[src/rtl/nsm_pkg.sv]
package nsm_pkg;
  localparam int NIB_W   = 4;
  localparam int SLOTS   = 16;
  localparam int SLOT_W  = $clog2(SLOTS);
  localparam int TURN_AT = 8;   // first slot with pin released on reads
  localparam int CAP_AT  = 12;  // first captured slot on reads

  localparam logic [NIB_W-1:0] CMD_RD   = 4'b1110;
  localparam logic [NIB_W-1:0] CMD_WR_A = 4'b1010;
  localparam logic [NIB_W-1:0] CMD_WR_D = 4'b1001;

  typedef enum logic [1:0] {ST_IDLE, ST_RUN, ST_DONE} st_e;
endpackage

[src/rtl/nsm_tick.sv]
module nsm_tick #(
  parameter int HALF = 2
) (
  input  logic clk_i,
  input  logic rst_ni,
  input  logic run_i,
  output logic tick_o
);
  localparam int CW = (HALF > 1) ? $clog2(HALF) : 1;
  localparam logic [CW-1:0] LAST = CW'(HALF - 1);

  logic [CW-1:0] cnt_q;

  assign tick_o = run_i && (cnt_q == LAST);

  always_ff @(posedge clk_i or negedge rst_ni) begin
    if (!rst_ni)                cnt_q <= '0;
    else if (!run_i || tick_o)  cnt_q <= '0;
    else                        cnt_q <= cnt_q + 1'b1;
  end
endmodule

[src/rtl/nsm_frame.sv]
module nsm_frame
  import nsm_pkg::*;
(
  input  logic             write_i,
  input  logic [NIB_W-1:0] addr_i,
  input  logic [NIB_W-1:0] data_i,
  output logic [SLOTS-1:0] frame_o,
  output logic [SLOTS-1:0] drive_o
);
  assign frame_o = write_i ? {CMD_WR_A, addr_i, CMD_WR_D, data_i}
                           : {CMD_RD, addr_i, {(2*NIB_W){1'b0}}};

  // slot k maps to bit SLOTS-1-k
  for (genvar k = 0; k < SLOTS; k++) begin : g_drv
    assign drive_o[SLOTS-1-k] = write_i || (k < TURN_AT);
  end
endmodule

[src/rtl/nsm_seq.sv]
module nsm_seq
  import nsm_pkg::*;
(
  input  logic             clk_i,
  input  logic             rst_ni,
  input  logic             tick_i,
  output logic             run_o,
  input  logic             req_valid_i,
  output logic             req_ready_o,
  input  logic             req_write_i,
  input  logic [SLOTS-1:0] frame_i,
  input  logic [SLOTS-1:0] drive_i,
  output logic             done_o,
  output logic [NIB_W-1:0] rdata_o,
  output logic             ce_o,
  output logic             sclk_o,
  output logic             sd_o,
  output logic             sd_oe_o,
  input  logic             sd_i
);
  st_e              st_q;
  logic             hi_q;
  logic             wr_q;
  logic [SLOT_W-1:0] slot_q;
  logic [SLOTS-1:0] sh_q;
  logic [SLOTS-1:0] dm_q;

  assign run_o       = (st_q == ST_RUN);
  assign req_ready_o = (st_q == ST_IDLE);

  always_ff @(posedge clk_i or negedge rst_ni) begin
    if (!rst_ni) begin
      st_q    <= ST_IDLE;
      hi_q    <= 1'b0;
      wr_q    <= 1'b0;
      slot_q  <= '0;
      sh_q    <= '0;
      dm_q    <= '0;
      done_o  <= 1'b0;
      rdata_o <= '0;
      ce_o    <= 1'b0;
      sclk_o  <= 1'b0;
      sd_o    <= 1'b0;
      sd_oe_o <= 1'b0;
    end else begin
      unique case (st_q)
        ST_IDLE: begin
          done_o <= 1'b0;
          if (req_valid_i) begin
            st_q    <= ST_RUN;
            hi_q    <= 1'b0;
            wr_q    <= req_write_i;
            slot_q  <= '0;
            sh_q    <= frame_i;
            dm_q    <= drive_i;
            ce_o    <= 1'b1;
            sclk_o  <= 1'b0;
            sd_oe_o <= drive_i[SLOTS-1];
            sd_o    <= frame_i[SLOTS-1] & drive_i[SLOTS-1];
          end
        end
        ST_RUN: begin
          if (tick_i) begin
            if (!hi_q) begin
              hi_q   <= 1'b1;
              sclk_o <= 1'b1;
              if (!wr_q && slot_q >= SLOT_W'(CAP_AT))
                rdata_o <= {rdata_o[NIB_W-2:0], sd_i};
            end else begin
              hi_q   <= 1'b0;
              sclk_o <= 1'b0;
              if (slot_q == SLOT_W'(SLOTS - 1)) begin
                st_q    <= ST_DONE;
                ce_o    <= 1'b0;
                sd_oe_o <= 1'b0;
                sd_o    <= 1'b0;
                done_o  <= 1'b1;
              end else begin
                slot_q  <= slot_q + 1'b1;
                sh_q    <= sh_q << 1;
                dm_q    <= dm_q << 1;
                sd_oe_o <= dm_q[SLOTS-2];
                sd_o    <= sh_q[SLOTS-2] & dm_q[SLOTS-2];
              end
            end
          end
        end
        default: begin
          st_q   <= ST_IDLE;
          done_o <= 1'b0;
        end
      endcase
    end
  end

  AST_IDLE_QUIET: assert property (@(posedge clk_i) disable iff (!rst_ni)
    req_ready_o |-> (!ce_o && !sclk_o && !sd_oe_o && !done_o)) else $error("AST_IDLE_QUIET");
  AST_ACCEPT_BUSY: assert property (@(posedge clk_i) disable iff (!rst_ni)
    (req_valid_i && req_ready_o) |=> (!req_ready_o && ce_o)) else $error("AST_ACCEPT_BUSY");
  AST_DONE_SINGLE: assert property (@(posedge clk_i) disable iff (!rst_ni)
    done_o |=> (!done_o && req_ready_o)) else $error("AST_DONE_SINGLE");
  AST_READ_RELEASED: assert property (@(posedge clk_i) disable iff (!rst_ni)
    (run_o && !wr_q && slot_q >= SLOT_W'(TURN_AT)) |-> !sd_oe_o) else $error("AST_READ_RELEASED");
  AST_SD_HELD_HIGH: assert property (@(posedge clk_i) disable iff (!rst_ni)
    (sclk_o && $past(sclk_o)) |-> $stable(sd_o)) else $error("AST_SD_HELD_HIGH");
endmodule

[src/rtl/nib_ser_master.sv]
module nib_ser_master
  import nsm_pkg::*;
#(
  parameter int HALF = 2
) (
  input  logic             clk_i,
  input  logic             rst_ni,
  input  logic             req_valid_i,
  output logic             req_ready_o,
  input  logic             req_write_i,
  input  logic [NIB_W-1:0] req_addr_i,
  input  logic [NIB_W-1:0] req_wdata_i,
  output logic             done_o,
  output logic [NIB_W-1:0] rdata_o,
  output logic             ce_o,
  output logic             sclk_o,
  output logic             sd_o,
  output logic             sd_oe_o,
  input  logic             sd_i
);
  logic             tick, run;
  logic [SLOTS-1:0] frame, drive;

  nsm_tick #(.HALF(HALF)) u_tick (
    .clk_i (clk_i), .rst_ni(rst_ni), .run_i(run), .tick_o(tick)
  );

  nsm_frame u_frame (
    .write_i(req_write_i), .addr_i(req_addr_i), .data_i(req_wdata_i),
    .frame_o(frame), .drive_o(drive)
  );

  nsm_seq u_seq (
    .clk_i      (clk_i),
    .rst_ni     (rst_ni),
    .tick_i     (tick),
    .run_o      (run),
    .req_valid_i(req_valid_i),
    .req_ready_o(req_ready_o),
    .req_write_i(req_write_i),
    .frame_i    (frame),
    .drive_i    (drive),
    .done_o     (done_o),
    .rdata_o    (rdata_o),
    .ce_o       (ce_o),
    .sclk_o     (sclk_o),
    .sd_o       (sd_o),
    .sd_oe_o    (sd_oe_o),
    .sd_i       (sd_i)
  );
endmodule

[config.mk]
export PLATFORM = sky130hd
export DESIGN_NAME = nib_ser_master
export DESIGN_NICKNAME = d
export VERILOG_FILES = /design/src/rtl/nsm_pkg.sv /design/src/rtl/nsm_tick.sv /design/src/rtl/nsm_frame.sv /design/src/rtl/nsm_seq.sv /design/src/rtl/nib_ser_master.sv
export SDC_FILE = /design/constraint.sdc
export NUM_CORES = 1
export LEC_CHECK = 0
export ABC_CLOCK_PERIOD_IN_PS = 2200
export BUFFER_PORTS_ARGS = -buffer_cell sky130_fd_sc_hd__buf_2
export CAP_MARGIN = 10
export CELL_PAD_IN_SITES_DETAIL_PLACEMENT = 0
export CELL_PAD_IN_SITES_GLOBAL_PLACEMENT = 1
export CORE_ASPECT_RATIO = 1.25
export CORE_MARGIN = 2
export CORE_UTILIZATION = 40
export CTS_CLUSTER_SIZE = 12
export DETAILED_ROUTE_END_ITERATION = 12
export GPL_ROUTABILITY_DRIVEN = 1
export PLACE_DENSITY = 0.73
export SLEW_MARGIN = 10
export SYNTH_ARGS = -nofsm -noshare
export SYNTH_HDL_FRONTEND = slang
export SYNTH_SLANG_ARGS = --single-unit
[constraint.sdc]
create_clock -name clk_i -period 2.2 [get_ports clk_i]
set_input_delay 0.11 -clock clk_i [delete_from_list [all_inputs] [get_ports clk_i]]
set_output_delay 0.11 -clock clk_i [all_outputs]
set_load 0.01 [all_outputs]
==> impl_metrics.yaml <==
status:
  outcome: "completed"
critical_path:
  start_kind: "flop"
  rrSetupSlack_ns: 0.36
  path_delay_family: "simple AND/OR/NAND/NOR gates"
  slowest_delay_ns: 0.49
  regToRegStartpoint: "u_seq.st_q[0]"
  cp.depth: 4
  r2r-end: "u_seq.dm_q[3]"
  path_max_fanout: 32
  crit_required_ns: 2.39
  path_class: "reg -> reg"
  cp_cell_sequence: "or3b_1 > a2bb2oi_4 > buf_12 > mux2_2"
  cp.arrival_ns: 2.02
  worst_path_max_delay_cell: "or3b_1"
  path_buf_inv: 1
  cp-end-kind: "flop"
  worst_r2r_path_depth: 4
pwr:
  power.share.clock_pct: 15.1
  p_leak_nw: 1.203
  p_seq_share_pct: 40.3
  p_sw_share_pct: 34.01
  p_sw_mw: 1.262
  power.total_mw: 3.712
  internal_power_mw: 2.449
  combPwrFrac_pct: 44.5
  max-vdd-ir-drop_v: 0.0006080
  powerDensity_nw_per_um2: 1460
global_route:
  antenna_found_initial: 0
  grt_max_degree: 33
  track_usage_pct: 14.08
  grt_pass1_vias: 1429
  grt_pass1_wl_um: 6789
  grt_overflow: 0
worst_hold_path:
  hold_class: "in -> reg"
  hp-start: "sd_i"
  holdPathEnd: "u_seq.rdata_o[0]"
  hold_depth: 2
timing:
  tightest_slew_ns: 0.6702
  finalSetupViolCount: 0
  min_period_ns: 1.837
  max_freq_ghz: 0.5445
  min_period_over_period_pct: 83.49
  slew_headroom_pct: 55.32
  finalMaxSlewViolations: 0
  grt_setup_unrepaired: "false"
  tns_ns: 0
  hold_violations: 0
  clock_skew_ns: 0.004081
synthesis:
  ys_types: 31
  synth.net_count: 203
  synth.area.top_cells: "dfrtp_1, mux2_2, mux2i_1"
  async_reset_ff_share_pct: 100.0
  avgSynthCellArea_sq_um: 11.84
  synth_edf_count: 0
  synthCells: 189
  synth_seq_cells: 47
  synth_area_sq_um: 2237
  yosys.area.top_type: "dfrtp_1"
  yosys_warnings: 0
  synth_top_area_share_pct: 52.57
  ys_seq_area_share_pct: 52.57
  synth-main-ff-cell: "dfrtp_1"
cts:
  cts_resized: 0
  cts-root-buf: "clkbuf_8"
  cts.path.max_buffers: 2
  holdBufCountCts: 1
  tritoncts: "done"
  clkLatencyLatePin_ns: 0.30
  clk_pin_slew_worst_paths_ns: 0.08
  htree_num_levels: 2
  post_cts_buffers: 0
  cts_buffers: 5
  clock-sinks: 47
placement:
  portBuffers: 22
  place_inst: 272
  detailed_place_hpwl_um: 2553
  place.gp.congestion: 0.7202
route:
  wirelength_um: 3854
  drc_errors: 0
  drt-initial-drc-count: 59
  viasPerCell: 5.039
  vias: 1416
  drtPass1Iterations: 4
  postRouteAntennaNets: 0
  routedWlPerCell_um: 13.72
die:
  start_util_pct: 41.39
  die_width_um: 70.89
  coreArea_sq_um: 5405
  fp-row-count: 30
  fp.dieArea_sq_um: 6211
  io_pins: 23
  die_h_um: 87.62
cells_and_area:
  fin_cells: 281
  insertedDiodeCount: 0
  seqCellArea_sq_um: 1176
  final_common_cell: "dfrtp_1"
  final_nets: 230
  area_delta_synth_final_pct: 13.65
  multiInputGateArea_sq_um: 937.1
  fin_util_pct: 47.04
  most-common-layout-cells: "dfrtp_1, mux2_2, buf_2"
  layout.filler_cells: 517
  post_route_cells_drive_above_1_share_pct: 35.48
flow_run:
  timing.max_cap.violations: 0
[power groups by stage]
stage	Combinational, mW	Sequential, mW	Clock [mW]
after floorplan	1.33	1.48	0
after global placement	1.66	1.50	0
after detailed placement	1.68	1.52	0
after CTS	1.69	1.50	0.585
after global routing	1.84	1.56	0.617
final	1.65	1.50	0.561
[how the worst max path moves through the flow]
stage | start | endpoint
finish | u_seq.st_q[0] | u_seq.dm_q[3]
global route | u_seq.st_q[0] | u_seq.sh_q[3]
CTS | u_seq.st_q[0] | u_seq.dm_q[3]
detailed placement | u_seq.st_q[0] | u_seq.dm_q[3]
global placement | u_seq.st_q[0] | u_seq.sh_q[3]
floorplan | u_seq.st_q[1] | u_seq.sh_q[10]
[flip-flops by register name, indices dropped and copies added (netlist names)]
name / count
u_seq.sh_q: 15
u_seq.done_o: 1
u_tick.cnt_q: 1
u_seq.dm_q: 15
u_seq.wr_q: 1
u_seq.rdata_o: 4
u_seq.sd_o: 1
u_seq.slot_q: 4
u_seq.st_q: 2
u_seq.hi_q: 1
u_seq.sd_oe_o: 1
u_seq.ce_o: 1
[per-layer routing]
| metal | GRT usage [%] | share of wire, % | up-vias |
|---|---|---|---|
| met5 | 0 | 0 | - |
| met4 | 5.660 | 1.7 | 0 |
| met3 | 3.797 | 3.5 | 6 |
| met2 | 23.11 | 47 | 26 |
| met1 | 17.76 | 47 | 687 |
| li1 | - | - | 697 |
[through the flow]
stage	instance area (sq um)	worst slack, ns	hold slack [ns]
after detailed placement	2432	0.3861	0.1915
after floorplan	2237	0.5158	-0.1856
after CTS	2542	0.3620	0.03138
after global placement	2432	0.3954	0.1807
after global routing	2542	0.2777	0.04779
final	2542	0.3633	0.04662
[synth_stat cells, types with 2 or more instances]
| cell | count |
|---|---|
| o21ai_0 | 11 |
| a2bb2oi_1 | 3 |
| buf_6 | 2 |
| mux2i_1 | 11 |
| mux2_2 | 37 |
| buf_2 | 4 |
| nor2_1 | 12 |
| a22oi_1 | 2 |
| clkbuf_1 | 2 |
| inv_1 | 15 |
| dfrtp_1 | 47 |
| nand3b_1 | 4 |
| buf_4 | 2 |
| nand2b_1 | 4 |
| nand3_1 | 3 |
| nand2_1 | 15 |
[layout make-up]
cell class | instances | share of cell area (%)
timing repair buffer | 31 | 7.579
clock buffer | 8 | 3.937
inverter | 15 | 2.215
sequential | 47 | 46.26
multi-input combinational | 116 | 36.86
tap | 64 | 3.150
[cell families after synthesis]
group	share of synthesized area (%)
adders and majority gates	0.5592
buffers and inverters	5.648
DFF	52.57
and+or+nand+nor	10.96
AOI/OAI and AO/OA	6.712
muxes	23.55
[worst reg2reg max path: stages (launching register included)]
cell	delay [ns]
dfrtp_1	0.45
or3b_1	0.49
a2bb2oi_4	0.19
buf_12	0.23
mux2_2	0.37
Note: power is estimated with default switching activity, not from simulation.
